==> config.mk <==
export PLATFORM = sky130hd
export DESIGN_NAME = serial_rx_inv
export DESIGN_NICKNAME = d
export VERILOG_FILES = /design/src/rtl/rxi_pkg.sv /design/src/rtl/rxi_sync.sv /design/src/rtl/rxi_down_counter.sv /design/src/rtl/rxi_shifter.sv /design/src/rtl/rxi_ctrl.sv /design/src/rtl/serial_rx_inv.sv
export SDC_FILE = /design/constraint.sdc
export NUM_CORES = 1
export LEC_CHECK = 0
export ABC_AREA = 1
export ABC_CLOCK_PERIOD_IN_PS = 3250
export CAP_MARGIN = 20
export CELL_PAD_IN_SITES_DETAIL_PLACEMENT = 2
export CELL_PAD_IN_SITES_GLOBAL_PLACEMENT = 2
export CORE_ASPECT_RATIO = 1.4
export CORE_MARGIN = 1
export CORE_UTILIZATION = 34
export DETAILED_ROUTE_END_ITERATION = 7
export HOLD_SLACK_MARGIN = 0.1
export PLACE_DENSITY_LB_ADDON = 0.1
export SLEW_MARGIN = 20
export SYNTH_ARGS = -nofsm -noshare
export SYNTH_HDL_FRONTEND = slang
export SYNTH_SLANG_ARGS = --single-unit
==> constraint.sdc <==
create_clock -name clk_i -period 3.25 [get_ports clk_i]
set_clock_uncertainty 0.05 [all_clocks]
set_input_delay 0.65 -clock clk_i [delete_from_list [all_inputs] [get_ports clk_i]]
set_output_delay 0.65 -clock clk_i [all_outputs]
set_load 0.01 [all_outputs]
==> src/rtl/rxi_pkg.sv <==
package rxi_pkg;
    typedef enum logic [2:0] {
        ST_IDLE,
        ST_START,
        ST_WAIT,
        ST_CAPTURE,
        ST_READY,
        ST_RECOVER
    } rx_state_e;
endpackage

==> src/rtl/rxi_sync.sv <==
module rxi_sync #(
    parameter int STAGES = 2
) (
    input  logic clk_i,
    input  logic rst_i,
    input  logic din_i,
    output logic dout_o
);
    logic [STAGES-1:0] sync_d, sync_q;

    always_comb begin
        sync_d = {sync_q[STAGES-2:0], din_i};
    end

    always_ff @(posedge clk_i) begin
        if (rst_i) sync_q <= '0;
        else       sync_q <= sync_d;
    end

    assign dout_o = sync_q[STAGES-1];
endmodule

==> src/rtl/rxi_down_counter.sv <==
module rxi_down_counter #(
    parameter int WIDTH    = 4,
    parameter int WRAP_VAL = 15,
    parameter bit CYCLIC   = 1'b1
) (
    input  logic             clk_i,
    input  logic             rst_i,
    input  logic             load_i,
    input  logic [WIDTH-1:0] load_val_i,
    input  logic             dec_i,
    output logic             zero_o
);
    localparam logic [WIDTH-1:0] WRAP = WIDTH'(WRAP_VAL);

    logic [WIDTH-1:0] cnt_d, cnt_q;

    always_comb begin
        cnt_d = cnt_q;
        if (load_i) begin
            cnt_d = load_val_i;
        end else if (dec_i) begin
            if (cnt_q != '0)  cnt_d = cnt_q - WIDTH'(1);
            else if (CYCLIC)  cnt_d = WRAP;
        end
    end

    always_ff @(posedge clk_i) begin
        if (rst_i) cnt_q <= '0;
        else       cnt_q <= cnt_d;
    end

    assign zero_o = (cnt_q == '0);

    generate
        if (!CYCLIC) begin : g_oneshot_chk

            no_underflow_chk: assert property (@(posedge clk_i) disable iff (rst_i)
                (dec_i && !load_i) |-> (cnt_q != '0));
        end
    endgenerate
endmodule

==> src/rtl/rxi_shifter.sv <==
module rxi_shifter #(
    parameter int WIDTH = 8
) (
    input  logic             clk_i,
    input  logic             rst_i,
    input  logic             shift_i,
    input  logic             ser_i,
    input  logic             latch_i,
    output logic [WIDTH-1:0] par_o
);
    typedef struct packed {
        logic [WIDTH-1:0] sr;
        logic [WIDTH-1:0] hold;
    } shf_t;

    shf_t shf_d, shf_q;

    always_comb begin
        shf_d = shf_q;
        if (shift_i) shf_d.sr   = {ser_i, shf_q.sr[WIDTH-1:1]};
        if (latch_i) shf_d.hold = shf_q.sr;
    end

    always_ff @(posedge clk_i) begin
        if (rst_i) shf_q <= '0;
        else       shf_q <= shf_d;
    end

    assign par_o = shf_q.hold;
endmodule

==> src/rtl/rxi_ctrl.sv <==
module rxi_ctrl
    import rxi_pkg::*;
(
    input  logic clk_i,
    input  logic rst_i,
    input  logic line_i,
    input  logic tc_i,
    input  logic bits_done_i,
    output logic div_load_o,
    output logic bit_load_o,
    output logic bit_dec_o,
    output logic shift_o,
    output logic latch_o,
    output logic ready_o
);
    typedef struct packed {
        rx_state_e st;
        logic      ready;
    } ctl_t;

    ctl_t ctl_d, ctl_q;

    always_comb begin
        ctl_d      = ctl_q;
        div_load_o = 1'b0;
        bit_load_o = 1'b0;
        bit_dec_o  = 1'b0;
        shift_o    = 1'b0;
        latch_o    = 1'b0;
        unique case (ctl_q.st)
            ST_IDLE: begin
                div_load_o = 1'b1;
                bit_load_o = 1'b1;
                if (line_i) ctl_d.st = ST_START;
            end
            ST_START: begin
                if (!line_i)   ctl_d.st = ST_IDLE;
                else if (tc_i) ctl_d.st = ST_WAIT;
            end
            ST_WAIT: begin
                if (tc_i) begin
                    if (!bits_done_i) begin
                        ctl_d.st = ST_CAPTURE;
                    end else if (!line_i) begin
                        ctl_d.st = ST_READY;
                        latch_o  = 1'b1;
                    end else begin
                        ctl_d.st = ST_RECOVER;
                    end
                end
            end
            ST_CAPTURE: begin
                shift_o   = 1'b1;
                bit_dec_o = 1'b1;
                ctl_d.st  = ST_WAIT;
            end
            ST_READY: begin
                if (tc_i) ctl_d.st = ST_IDLE;
            end
            ST_RECOVER: begin
                if (!line_i) ctl_d.st = ST_IDLE;
            end
            default: ctl_d.st = ST_IDLE;
        endcase
        ctl_d.ready = (ctl_d.st == ST_READY);
    end

    always_ff @(posedge clk_i) begin
        if (rst_i) ctl_q <= '{st: ST_IDLE, ready: 1'b0};
        else       ctl_q <= ctl_d;
    end

    assign ready_o = ctl_q.ready;


    capture_on_tick_chk: assert property (@(posedge clk_i) disable iff (rst_i)
        (ctl_q.st == ST_CAPTURE) |-> $past(tc_i));


    ready_end_chk: assert property (@(posedge clk_i) disable iff (rst_i)
        $fell(ctl_q.ready) |-> $past(tc_i));


    ready_entry_chk: assert property (@(posedge clk_i) disable iff (rst_i)
        $rose(ctl_q.ready) |-> ($past(ctl_q.st) == ST_WAIT && $past(bits_done_i) && !$past(line_i)));
endmodule

==> src/rtl/serial_rx_inv.sv <==
module serial_rx_inv #(
    parameter int DATA_BITS   = 8,
    parameter int OVERSAMPLE  = 16,
    parameter int SYNC_STAGES = 2
) (
    input  logic                 clk_i,
    input  logic                 rst_i,
    input  logic                 line_i,
    output logic [DATA_BITS-1:0] data_o,
    output logic                 ready_o
);
    localparam int DIV_W = $clog2(OVERSAMPLE);
    localparam int BIT_W = $clog2(DATA_BITS + 1);
    // Synchronizer stages plus the detect cycle are absorbed by the preload.
    localparam logic [DIV_W-1:0] MID_LOAD  = DIV_W'(OVERSAMPLE / 2 - SYNC_STAGES);
    localparam logic [BIT_W-1:0] BITS_LOAD = BIT_W'(DATA_BITS);

    logic line_s;
    logic tc, bits_done;
    logic div_load, bit_load, bit_dec, shift, latch;

    rxi_sync #(.STAGES(SYNC_STAGES)) u_sync (
        .clk_i  (clk_i),
        .rst_i  (rst_i),
        .din_i  (line_i),
        .dout_o (line_s)
    );

    rxi_down_counter #(.WIDTH(DIV_W), .WRAP_VAL(OVERSAMPLE - 1), .CYCLIC(1'b1)) u_bit_timer (
        .clk_i      (clk_i),
        .rst_i      (rst_i),
        .load_i     (div_load),
        .load_val_i (MID_LOAD),
        .dec_i      (1'b1),
        .zero_o     (tc)
    );

    rxi_down_counter #(.WIDTH(BIT_W), .WRAP_VAL(0), .CYCLIC(1'b0)) u_bit_count (
        .clk_i      (clk_i),
        .rst_i      (rst_i),
        .load_i     (bit_load),
        .load_val_i (BITS_LOAD),
        .dec_i      (bit_dec),
        .zero_o     (bits_done)
    );

    rxi_ctrl u_ctrl (
        .clk_i       (clk_i),
        .rst_i       (rst_i),
        .line_i      (line_s),
        .tc_i        (tc),
        .bits_done_i (bits_done),
        .div_load_o  (div_load),
        .bit_load_o  (bit_load),
        .bit_dec_o   (bit_dec),
        .shift_o     (shift),
        .latch_o     (latch),
        .ready_o     (ready_o)
    );

    rxi_shifter #(.WIDTH(DATA_BITS)) u_shifter (
        .clk_i   (clk_i),
        .rst_i   (rst_i),
        .shift_i (shift),
        .ser_i   (line_s),
        .latch_i (latch),
        .par_o   (data_o)
    );


    data_hold_chk: assert property (@(posedge clk_i) disable iff (rst_i)
        !$rose(ready_o) |-> $stable(data_o));
endmodule

==> impl_metrics.json <==
{
  "outcome": "finished, final reports clean",
  "peakVddDrop_v": 0.0003058,
  "synthTopCellsByArea": "dfxtp_1 43%, nor2_1 12%, nand2_1 11%",
  "period_share": 0.5691,
  "synth_compound_gate_area_share": 0.07954,
  "port_buffers": 11,
  "placed_cells": 238,
  "drtPass1Iterations": 2,
  "synth-xor-area-share": 0,
  "critPathMaxStageDelay_ns": 0.54,
  "slew_headroom": 0.7384,
  "hold_path.class": "reg2reg",
  "start_util": 0.3542,
  "cts_root_buffer": "clkbuf_8",
  "synth_edf_count": 0,
  "wl_per_cell_um": 12.50,
  "postCtsResizedCells": 0,
  "drt_iter0_drc": 20,
  "maxCapViolCount": 0,
  "grtUsageMet1": 0.1389,
  "grt-ovfl-total": 0,
  "grt_pass1_vias": 1255,
  "grt_pass1_wl_um": 5326,
  "design_area_mm2": 0.001564,
  "utilization": 0.3957,
  "async_flop_share": 0,
  "met3_usage": 0.04000,
  "busiest_layer": "met2",
  "synthAdderAreaFrac": 0.01787,
  "setup_viol": 0,
  "crit_type": "reg2out",
  "nets": 207,
  "drv_slew": 0,
  "dp_hpwl_um": 2396,
  "cts.sinks": 30,
  "postRouteAntennaNets": 0,
  "ctsHtreeMaxLevel": 2,
  "row_count": 27,
  "synth_top_family_by_area": "simple AND/OR/NAND/NOR gates",
  "synth.distinct_cells": 24,
  "yosysMostFrequentCell": "nor2_1",
  "ys_ff_latch": 30,
  "drc": 0,
  "seq_area_frac_synth": 0.4290,
  "grt_start_max_net_pins": 20,
  "cts_setup_buffers": 0,
  "hold_buffers": 0,
  "rsz0062_at_grt": "no",
  "synth_mux_area_frac": 0,
  "synth-simple-area-share": 0.3307,
  "gp_congestion": 0.7119,
  "diodes": 0,
  "synth_commonest_cells": "45 x nor2_1, 40 x nand2_1, 30 x dfxtp_1",
  "die_h_um": 77.93,
  "die-width_um": 56.24,
  "synth_area_leader_cell": "dfxtp_1",
  "crit_buf_inv": 1,
  "vias_per_cell": 4.809,
  "area_growth_pct": 11.71,
  "end_kind": "primary output",
  "antenna_found_initial": 0,
  "ctsLongestPathBuffers": 2,
  "ioPinCount": 12,
  "drt_wl_total_um": 3076,
  "cp-start-kind": "flip-flop",
  "slowest_stage": "clkdlybuf4s50_1",
  "fin_setup_tns_ns": 0,
  "die_area_mm2": 0.004382,
  "hold_viol_final": 0,
  "tightest_slew_ns": 0.3914,
  "post-route-min-period_ns": 1.850,
  "syn_area_per_cell_um2": 7.143,
  "finalPower_mw": 0.7131,
  "vias": 1183,
  "synth_top_area_frac": 0.4290,
  "cp_cell_sequence": "clkdlybuf4s50_1",
  "power_density_mw_per_mm2": 456.0,
  "syn_area_mm2": 0.001400,
  "arrival_ns": 1.15,
  "cts.clk_slew.worst_paths_ns": 0.06,
  "insertion_delay_ns": 0.28,
  "cts_tree": "yes",
  "syn-num-nets": 201,
  "core_mm2": 0.003953,
  "groute.usage.overall": 0.1563,
  "drive_gt1_frac": 0.1182,
  "p_leak_nw": 0.7425,
  "required_ns": 2.55,
  "syn_inst": 196,
  "cts-buffers-inserted": 5,
  "globalRouteMet2Util": 0.3250,
  "final_cells": 246,
  "cp_top_family": "buffers and inverters",
  "yosys_warnings": 0,
  "crit_fanout": 2,
  "synth-main-ff-cell": "dfxtp_1",
  "placed_area_mm2": 0.001473,
  "max_freq_mhz": 540.7
}
==> worst paths after layout <==
| check | to | start | cells after the start | slack (ns) |
|---|---|---|---|---|
| max | data_o[6] | u_shifter.par_o[6]$_SDFFE_PP0P_ | 1 | 1.40 |
| min reg2reg | u_sync.sync_q[1]$_SDFF_PP0_ | u_sync.sync_q[0]$_SDFF_PP0_ | 2 | 0.37 |
| max reg2reg | u_shifter.par_o[0]$_SDFFE_PP0P_ | u_bit_count.cnt_q[0]$_SDFFE_PP0P_ | 8 | 1.67 |
| min | u_sync.sync_q[1]$_SDFF_PP0_ | u_sync.sync_q[0]$_SDFF_PP0_ | 2 | 0.37 |
==> placed cells by master (no fill, tap or decap), types with 2 or more instances in the layout <==
| cell type | n |
|---|---|
| nor2_1 | 45 |
| nand2_1 | 40 |
| dfxtp_1 | 30 |
| inv_1 | 22 |
| clkdlybuf4s50_1 | 11 |
| a21oi_1 | 9 |
| o21ai_1 | 9 |
| inv_2 | 6 |
| clkbuf_8 | 6 |
| nand3_1 | 5 |
| nand2_2 | 4 |
| nor2_4 | 3 |
| ha_1 | 2 |
==> worst min-delay path: cells and delay by family, from the launching register on <==
kind          cells  cell delay [ns]
simple gates      1             0.03
buf+inv           1             0.05
flops             1             0.30
==> final cells by class <==
| cell class | count | area [µm²] |
|---|---|---|
| fillers | 490 | 2389 |
| flip-flops and latches | 30 | 600.6 |
| multi-input cells | 125 | 599.3 |
| repair buffers | 11 | 110.1 |
| inverters | 29 | 108.9 |
| clock buffers | 7 | 86.33 |
| well taps | 43 | 53.80 |
| clock inverters | 1 | 5.005 |
==> sequential cells by signal, summed over array words and instances, names as in the netlist <==
register,cells
u_ctrl.ready_o,1
u_shifter.shf_q,8
u_sync.sync_q,2
u_ctrl.ctl_q,3
u_bit_timer.cnt_q,4
u_bit_count.cnt_q,4
u_shifter.par_o,8
==> cells by family after synthesis <==
family	after synthesis
buffers and inverters	41
DFF	30
and+or+nand+nor	102
adders and majority gates	2
AOI/OAI and AO/OA	21
==> stage by stage <==
stage | setup WS [ns] | hold WS [ns]
after floorplan | 1.815 | 0.3383
after global placement | 1.222 | 0.3439
after detailed placement | 1.152 | 0.3565
after CTS | 1.373 | 0.3749
after global routing | 1.317 | 0.3951
final | 1.400 | 0.3686
==> per-layer routing <==
layer | vias to the layer above | routed length [µm] | share of wire
met2 | 12 | 1798 | 0.58
met4 | 0 | 35 | 0.011
met3 | 4 | 81 | 0.026
li1 | 598 | - | -
met5 | - | 0 | 0
met1 | 569 | 1161 | 0.38
==> power by group <==
| group | leakage, nW | internal, mW | switching (mW) |
|---|---|---|---|
| registers | 0.243 | 0.372 | 0.00333 |
| clock network | 0.0482 | 0.170 | 0.136 |
| logic | 0.451 | 0.0104 | 0.0212 |
Power figures use the tool's default switching activity.
